**src/rtl/pic_pkg.sv**
```systemverilog
package pic_pkg;
  typedef enum logic [1:0] {
    ACK_IDLE   = 2'd0,
    ACK_FIRST  = 2'd1,
    ACK_GAP    = 2'd2,
    ACK_SECOND = 2'd3
  } ack_state_e;

  localparam logic [1:0] SEL_MASK = 2'd0;
  localparam logic [1:0] SEL_TRIG = 2'd1;
  localparam logic [1:0] SEL_CTRL = 2'd2;
  localparam logic [1:0] SEL_CMD  = 2'd3;
endpackage

```
**src/rtl/pic_prio_enc.sv**
```systemverilog
module pic_prio_enc #(
  parameter int N  = 8,
  localparam int IW = $clog2(N)
) (
  input  logic [N-1:0]  bits,
  output logic          found,
  output logic [IW-1:0] idx
);
  // lowest index wins: scan downward so the last hit is the lowest
  always_comb begin
    found = 1'b0;
    idx   = '0;
    for (int i = N - 1; i >= 0; i--) begin
      if (bits[i]) begin
        found = 1'b1;
        idx   = IW'(i);
      end
    end
  end
endmodule

```
**src/rtl/pic_req_reg.sv**
```systemverilog
module pic_req_reg #(
  parameter int N = 8
) (
  input  logic         clk,
  input  logic         rst_n,
  input  logic [N-1:0] irq,
  input  logic [N-1:0] trig_level,
  input  logic [N-1:0] clr,
  output logic [N-1:0] irr
);
  logic [N-1:0] irq_q;
  logic [N-1:0] irr_d;
  logic [N-1:0] rise;

  always_comb begin
    rise  = irq & ~irq_q;
    // a request survives only while its line is high, in either mode
    irr_d = irq & (trig_level | irr | rise) & ~clr;
  end

  always_ff @(posedge clk or negedge rst_n) begin
    if (!rst_n) begin
      irq_q <= '0;
      irr   <= '0;
    end else begin
      irq_q <= irq;
      irr   <= irr_d;
    end
  end
endmodule

```
**src/rtl/pic_ack_fsm.sv**
```systemverilog
module pic_ack_fsm
  import pic_pkg::*;
(
  input  logic clk,
  input  logic rst_n,
  input  logic inta_n,
  output logic take,
  output logic second_on,
  output logic done
);
  ack_state_e state_q, state_d;
  logic       inta_q;
  logic       fall, rise;

  always_comb begin
    fall    = inta_q & ~inta_n;
    rise    = ~inta_q & inta_n;
    state_d = state_q;
    take    = 1'b0;
    done    = 1'b0;
    unique case (state_q)
      ACK_IDLE:   if (fall) begin state_d = ACK_FIRST; take = 1'b1; end
      ACK_FIRST:  if (rise) state_d = ACK_GAP;
      ACK_GAP:    if (fall) state_d = ACK_SECOND;
      ACK_SECOND: if (rise) begin state_d = ACK_IDLE; done = 1'b1; end
      default:    state_d = ACK_IDLE;
    endcase
  end

  assign second_on = (state_q == ACK_SECOND);

  always_ff @(posedge clk or negedge rst_n) begin
    if (!rst_n) begin
      state_q <= ACK_IDLE;
      inta_q  <= 1'b1;
    end else begin
      state_q <= state_d;
      inta_q  <= inta_n;
    end
  end
endmodule

```
**src/rtl/pic_core.sv**
```systemverilog
module pic_core
  import pic_pkg::*;
#(
  parameter int N_IRQ = 8,
  parameter int VEC_W = 8,
  localparam int IDX_W  = $clog2(N_IRQ),
  localparam int BASE_W = VEC_W - IDX_W
) (
  input  logic             clk,
  input  logic             rst_n,
  input  logic [N_IRQ-1:0] irq,
  input  logic             wr_en,
  input  logic [1:0]       wr_sel,
  input  logic [VEC_W-1:0] wr_data,
  input  logic             inta_n,
  output logic             int_out,
  output logic             vec_valid,
  output logic [VEC_W-1:0] vec_out
);
  localparam logic [N_IRQ-1:0] ONE_HOT0 = N_IRQ'(1);
  localparam logic [IDX_W-1:0] LAST_ID  = IDX_W'(N_IRQ - 1);

  logic [N_IRQ-1:0]  imr, imr_d, trig, trig_d, isr, isr_d, irr, irr_clr;
  logic [BASE_W-1:0] base, base_d;
  logic              smm, smm_d, aeoi, aeoi_d;
  logic [IDX_W-1:0]  vec_id, vec_id_d;
  logic              ctrl_en, take, second_on, done;
  logic              eoi_wr, eoi_spec;
  logic [N_IRQ-1:0]  req_pend, isr_block;
  logic              req_found, blk_found;
  logic [IDX_W-1:0]  req_idx, blk_idx;
  logic              grant;

  pic_req_reg #(.N(N_IRQ)) u_req (
    .clk(clk), .rst_n(rst_n), .irq(irq), .trig_level(trig),
    .clr(irr_clr), .irr(irr)
  );

  pic_ack_fsm u_ack (
    .clk(clk), .rst_n(rst_n), .inta_n(inta_n),
    .take(take), .second_on(second_on), .done(done)
  );

  pic_prio_enc #(.N(N_IRQ)) u_req_enc (
    .bits(req_pend), .found(req_found), .idx(req_idx)
  );

  pic_prio_enc #(.N(N_IRQ)) u_isr_enc (
    .bits(isr_block), .found(blk_found), .idx(blk_idx)
  );

  // resolver
  always_comb begin
    req_pend  = irr & ~imr;
    isr_block = smm ? (isr & ~imr) : isr;
    int_out   = req_found & (~blk_found | (req_idx < blk_idx));
    grant     = take & int_out;
    irr_clr   = grant ? (ONE_HOT0 << req_idx) : '0;
  end

  // write decode and next state
  always_comb begin
    eoi_wr   = wr_en & (wr_sel == SEL_CMD);
    eoi_spec = wr_data[IDX_W];
    ctrl_en  = wr_en & (wr_sel == SEL_CTRL);
    imr_d    = (wr_en & (wr_sel == SEL_MASK)) ? wr_data[N_IRQ-1:0] : imr;
    trig_d   = (wr_en & (wr_sel == SEL_TRIG)) ? wr_data[N_IRQ-1:0] : trig;
    base_d   = ctrl_en ? wr_data[VEC_W-1:IDX_W] : base;
    smm_d    = ctrl_en ? wr_data[1] : smm;
    aeoi_d   = ctrl_en ? wr_data[0] : aeoi;
    vec_id_d = take ? (int_out ? req_idx : LAST_ID) : vec_id;

    isr_d = isr;
    if (eoi_wr) begin
      if (eoi_spec)       isr_d[wr_data[IDX_W-1:0]] = 1'b0;
      else if (blk_found) isr_d[blk_idx] = 1'b0;
    end
    if (done && aeoi && blk_found) isr_d[blk_idx] = 1'b0;
    if (grant) isr_d[req_idx] = 1'b1;
  end

  always_ff @(posedge clk or negedge rst_n) begin
    if (!rst_n) begin
      imr    <= '1;
      trig   <= '0;
      base   <= '0;
      smm    <= 1'b0;
      aeoi   <= 1'b0;
      isr    <= '0;
      vec_id <= '0;
    end else begin
      imr    <= imr_d;
      trig   <= trig_d;
      base   <= base_d;
      smm    <= smm_d;
      aeoi   <= aeoi_d;
      isr    <= isr_d;
      vec_id <= vec_id_d;
    end
  end

  assign vec_valid = second_on;
  assign vec_out   = second_on ? {base, vec_id} : '0;
endmodule

```
**config.mk**
```make
export PLATFORM = sky130hd
export DESIGN_NAME = pic_core
export DESIGN_NICKNAME = d
export VERILOG_FILES = /design/src/rtl/pic_pkg.sv /design/src/rtl/pic_prio_enc.sv /design/src/rtl/pic_req_reg.sv /design/src/rtl/pic_ack_fsm.sv /design/src/rtl/pic_core.sv
export SDC_FILE = /design/constraint.sdc
export NUM_CORES = 1
export LEC_CHECK = 0
export BUFFER_PORTS_ARGS = -buffer_cell sky130_fd_sc_hd__buf_2
export CAP_MARGIN = 40
export CORE_AREA = 8 8 80 82
export DETAILED_ROUTE_END_ITERATION = 6
export DIE_AREA = 0 0 88 90
export HOLD_SLACK_MARGIN = 0.06
export PLACE_DENSITY = 0.74
export SETUP_SLACK_MARGIN = 0.02
export SYNTH_ARGS = -nofsm -noshare
export SYNTH_HDL_FRONTEND = slang
export SYNTH_SLANG_ARGS = --single-unit
```
**constraint.sdc**
```tcl
create_clock -name clk -period 5.5 [get_ports clk]
set_input_delay 0.275 -clock clk [delete_from_list [all_inputs] [get_ports clk]]
set_output_delay 0.275 -clock clk [all_outputs]
set_load 0.01 [all_outputs]
```
==> impl_metrics.env <==
export IMPL_yosys_warnings=0
export IMPL_maxClockFrequency_mhz=309
export IMPL_layout_nets=321
export IMPL_power_switching_share=0.397
export IMPL_finClkSkew_ns=0.00340
export IMPL_power_report_internal_total_w=0.000902
export IMPL_ir_drop_mv=0.213
export IMPL_dpl_worst_slack_ns=2.62
export IMPL_p_sw_w=0.000593
export IMPL_crit_path_start_kind="flip-flop"
export IMPL_final_setup_viol_count=0
export IMPL_cts_root_buf="clkbuf_8"
export IMPL_wire_per_inst_um=18.4
export IMPL_h_tree_depth=2
export IMPL_clkLatencyLatePin_ns=0.30
export IMPL_worst_path_max_fanout=14
export IMPL_r2r_start="smm$_DFFE_PN0P_"
export IMPL_tns_ns=0
export IMPL_hold_buf_cts=0
export IMPL_routed_wl_um=6730
export IMPL_grt_use_total=0.177
export IMPL_cts_root_to_sink_buffers=2
export IMPL_floorplan_core_area_mm2=0.00524
export IMPL_synthesis_nets=286
export IMPL_timing_worst_slew_pin_value_ns=0.823
export IMPL_ff2ff_setup_slack_ns=2.52
export IMPL_r2r_end="isr[2]$_DFF_PN0_"
export IMPL_power_density_mw_per_mm2=481
export IMPL_crit_type="reg -> out"
export IMPL_port_buffers=31
export IMPL_netlist_instances=258
export IMPL_first_global_vias=2162
export IMPL_min_delay_path_class="in -> async"
export IMPL_path_clk_slew_ns=0.09
export IMPL_ant_nets=0
export IMPL_std_cell_rows=27
export IMPL_fp_dieArea_mm2=0.00792
export IMPL_overflow=0
export IMPL_drv_slew=0
export IMPL_headroom_to_the_max_slew_limit=0.452
export IMPL_die_height_um=90
export IMPL_pin_count=32
export IMPL_synth_cell_type_count=54
export IMPL_grt_start_max_net_pins=54
export IMPL_critPathCaptureType="primary output"
export IMPL_synth_cell_area_mm2=0.00276
export IMPL_post_cts_repair_setup_buffers=0
export IMPL_insertedDiodeCount=0
export IMPL_cts_num_sinks=53
export IMPL_cts_buffers_inserted=5
export IMPL_ys_seq_area_frac=0.485
export IMPL_final_layout_size_suffix_gt1_frac=0.272
export IMPL_combPwrFrac=0.441
export IMPL_drt_first_iter_violations=184
export IMPL_synthFlopType="dfrtp_1"
export IMPL_synth_seq_cells=53
export IMPL_syn_avg_cell_area_um2=10.7
export IMPL_grt_antenna_before_repair=0
export IMPL_filler_cell_count=464
export IMPL_drcViolationCount=0
export IMPL_status="completed"
export IMPL_fin_ws_ns=2.26
export IMPL_gp_congestion=0.944
export IMPL_floorplan_initialDensity=0.526
export IMPL_rsz0062_at_grt="false"
export IMPL_leakagePower_nw=1.33
export IMPL_global_route_wire_length_before_repair_um=10900
export IMPL_clock_power_share=0.182
export IMPL_drt_vias_per_instance=5.87
export IMPL_place_detailed_hpwl_um=4950
export IMPL_cts_resized=0
export IMPL_timing_critical_path_arrival_ns=2.96
export IMPL_synth_enable_flop_cells=0
export IMPL_final_min_clock_period_ns=3.24
export IMPL_power_frac_seq=0.376
export IMPL_route_vias_total=2148
export IMPL_r2r_cells=9
export IMPL_timing_hold_violations_final=0
export IMPL_worst_endpoint_required_time_ns=5.22
export IMPL_flow_area_growth_from_synthesis_pct=12.7
export IMPL_async_flop_share=1.00
export IMPL_period_share=0.588
export IMPL_max_cap_viol_count=0
export IMPL_cts_tree="built"
export IMPL_die_x_um=88
export IMPL_detailedRoute_firstPassIterationCount=4
## state kept, by name, summed over array words and instances (netlist names)
name and cells:
vec_id 3, u_ack.state_q 2, isr 8, u_req.irr 8, aeoi 1, u_req.irq_q 8, smm 1, imr 8
trig 8, base 5, u_ack.inta_q 1
## power by group through the flow
stage	clock network [W]	logic [W]	registers, W
3_5_place_dp	0	0.000649	0.000566
6_report	0.000273	0.000660	0.000562
3_3_place_gp	0	0.000636	0.000563
5_1_grt	0.000291	0.000733	0.000572
2_1_floorplan	0	0.000495	0.000535
4_1_cts	0.000277	0.000652	0.000560
## cells in the final DEF (no fill, tap or decap), drive strengths merged, types with 2 or more instances in the layout
| cell | n |
|---|---|
| a21bo | 2 |
| a21boi | 2 |
| a21oi | 8 |
| a31oi | 2 |
| and2 | 10 |
| and3 | 2 |
| buf | 32 |
| clkbuf | 7 |
| dfrtp | 44 |
| dfstp | 9 |
| ha | 6 |
| inv | 6 |
| mux2 | 22 |
| nand2 | 20 |
| nand2b | 10 |
| nand3 | 6 |
| nand3b | 4 |
| nand4b | 3 |
| nor2 | 21 |
| nor2b | 11 |
| nor4 | 2 |
| o211a | 4 |
| o21ai | 19 |
| o221ai | 5 |
| o22ai | 4 |
| o311a | 2 |
| o31a | 2 |
| o31ai | 2 |
| o32a | 2 |
| or3 | 4 |
## how the worst max path moves through the flow
stage,to,from,slack [ns]
floorplan,vec_id[0]$_DFFE_PN0P_,smm$_DFFE_PN0P_,2.97
global placement,isr[2]$_DFF_PN0_,smm$_DFFE_PN0P_,2.74
detailed placement,isr[2]$_DFF_PN0_,smm$_DFFE_PN0P_,2.62
CTS,int_out,smm$_DFFE_PN0P_,2.32
global route,int_out,smm$_DFFE_PN0P_,1.94
finish,int_out,smm$_DFFE_PN0P_,2.26
## per-layer routing
layer  GRT usage  routed length (um)
met1       0.240                3130
met3      0.0309                 302
met2       0.275                3170
met4      0.0631                 125
met5           0                   0
## Yosys cell counts, types with 2 or more instances
cell      instances  area [um^2]
o311a_1           2         20.0
a21oi_1           7         35.0
a21bo_2           2         20.0
o31ai_1           2         15.0
a21boi_0          2         15.0
nor2_1           21         78.8
and3_1            2         12.5
nand3b_1          4         30.0
o32a_1            2         20.0
dfstp_2           9          236
dfrtp_1          44         1100
o22ai_1           4         25.0
nand4b_1          3         26.3
o31a_1            2         17.5
o211a_1           4         40.0
nor2b_1          11         68.8
nand3_1           6         30.0
and2_1           10         62.6
o21ai_0          18         90.1
ha_1              6         75.1
or3_1             3         18.8
a31oi_1           2         12.5
mux2_2           22          248
o221ai_1          5         43.8
nand2b_1         10         62.6
inv_1             6         22.5
buf_2             3         15.0
nand2_1          20         75.1
## cells by family after synthesis
group                      count (synthesis)  synth area share
adders and majority gates                  6            0.0272
and+or+nand+nor                           99             0.197
muxes                                     22            0.0899
DFF                                       53             0.485
buffers and inverters                     10            0.0150
AOI/OAI and AO/OA                         68             0.186
## critical path: stages, from the launching register on
cell	delay (ns)
dfrtp_1	0.53
a21bo_2	0.26
a2111oi_0	0.58
o21ai_0	0.17
ha_1	0.30
o21ai_0	0.08
nand2b_1	0.13
o41ai_4	0.13
a31oi_1	0.26
nor2_1	0.07
buf_2	0.14
## area by class of cell
class | count | area, um^2 | area share
tap | 72 | 90.1 | 0.0290
clock buffer | 7 | 86.3 | 0.0278
sequential | 53 | 1340 | 0.431
inverter | 6 | 22.5 | 0.00725
timing repair buffer | 32 | 163 | 0.0524
clock inverter | 1 | 30.0 | 0.00967
multi-input combinational | 195 | 1380 | 0.443
## metrics by stage
stage,power (W),utilization,instance area (um^2),hold slack [ns],cells
2_1_floorplan,0.00103,-,2760,-0.0206,258
3_3_place_gp,0.00120,0.571,2990,0.396,358
3_5_place_dp,0.00122,0.571,2990,0.399,358
5_1_grt,0.00160,0.593,3110,0.0699,366
4_1_cts,0.00149,0.593,3110,0.0778,366
6_report,0.00149,0.593,3110,0.0777,366
Power figures use the tool's default switching activity.
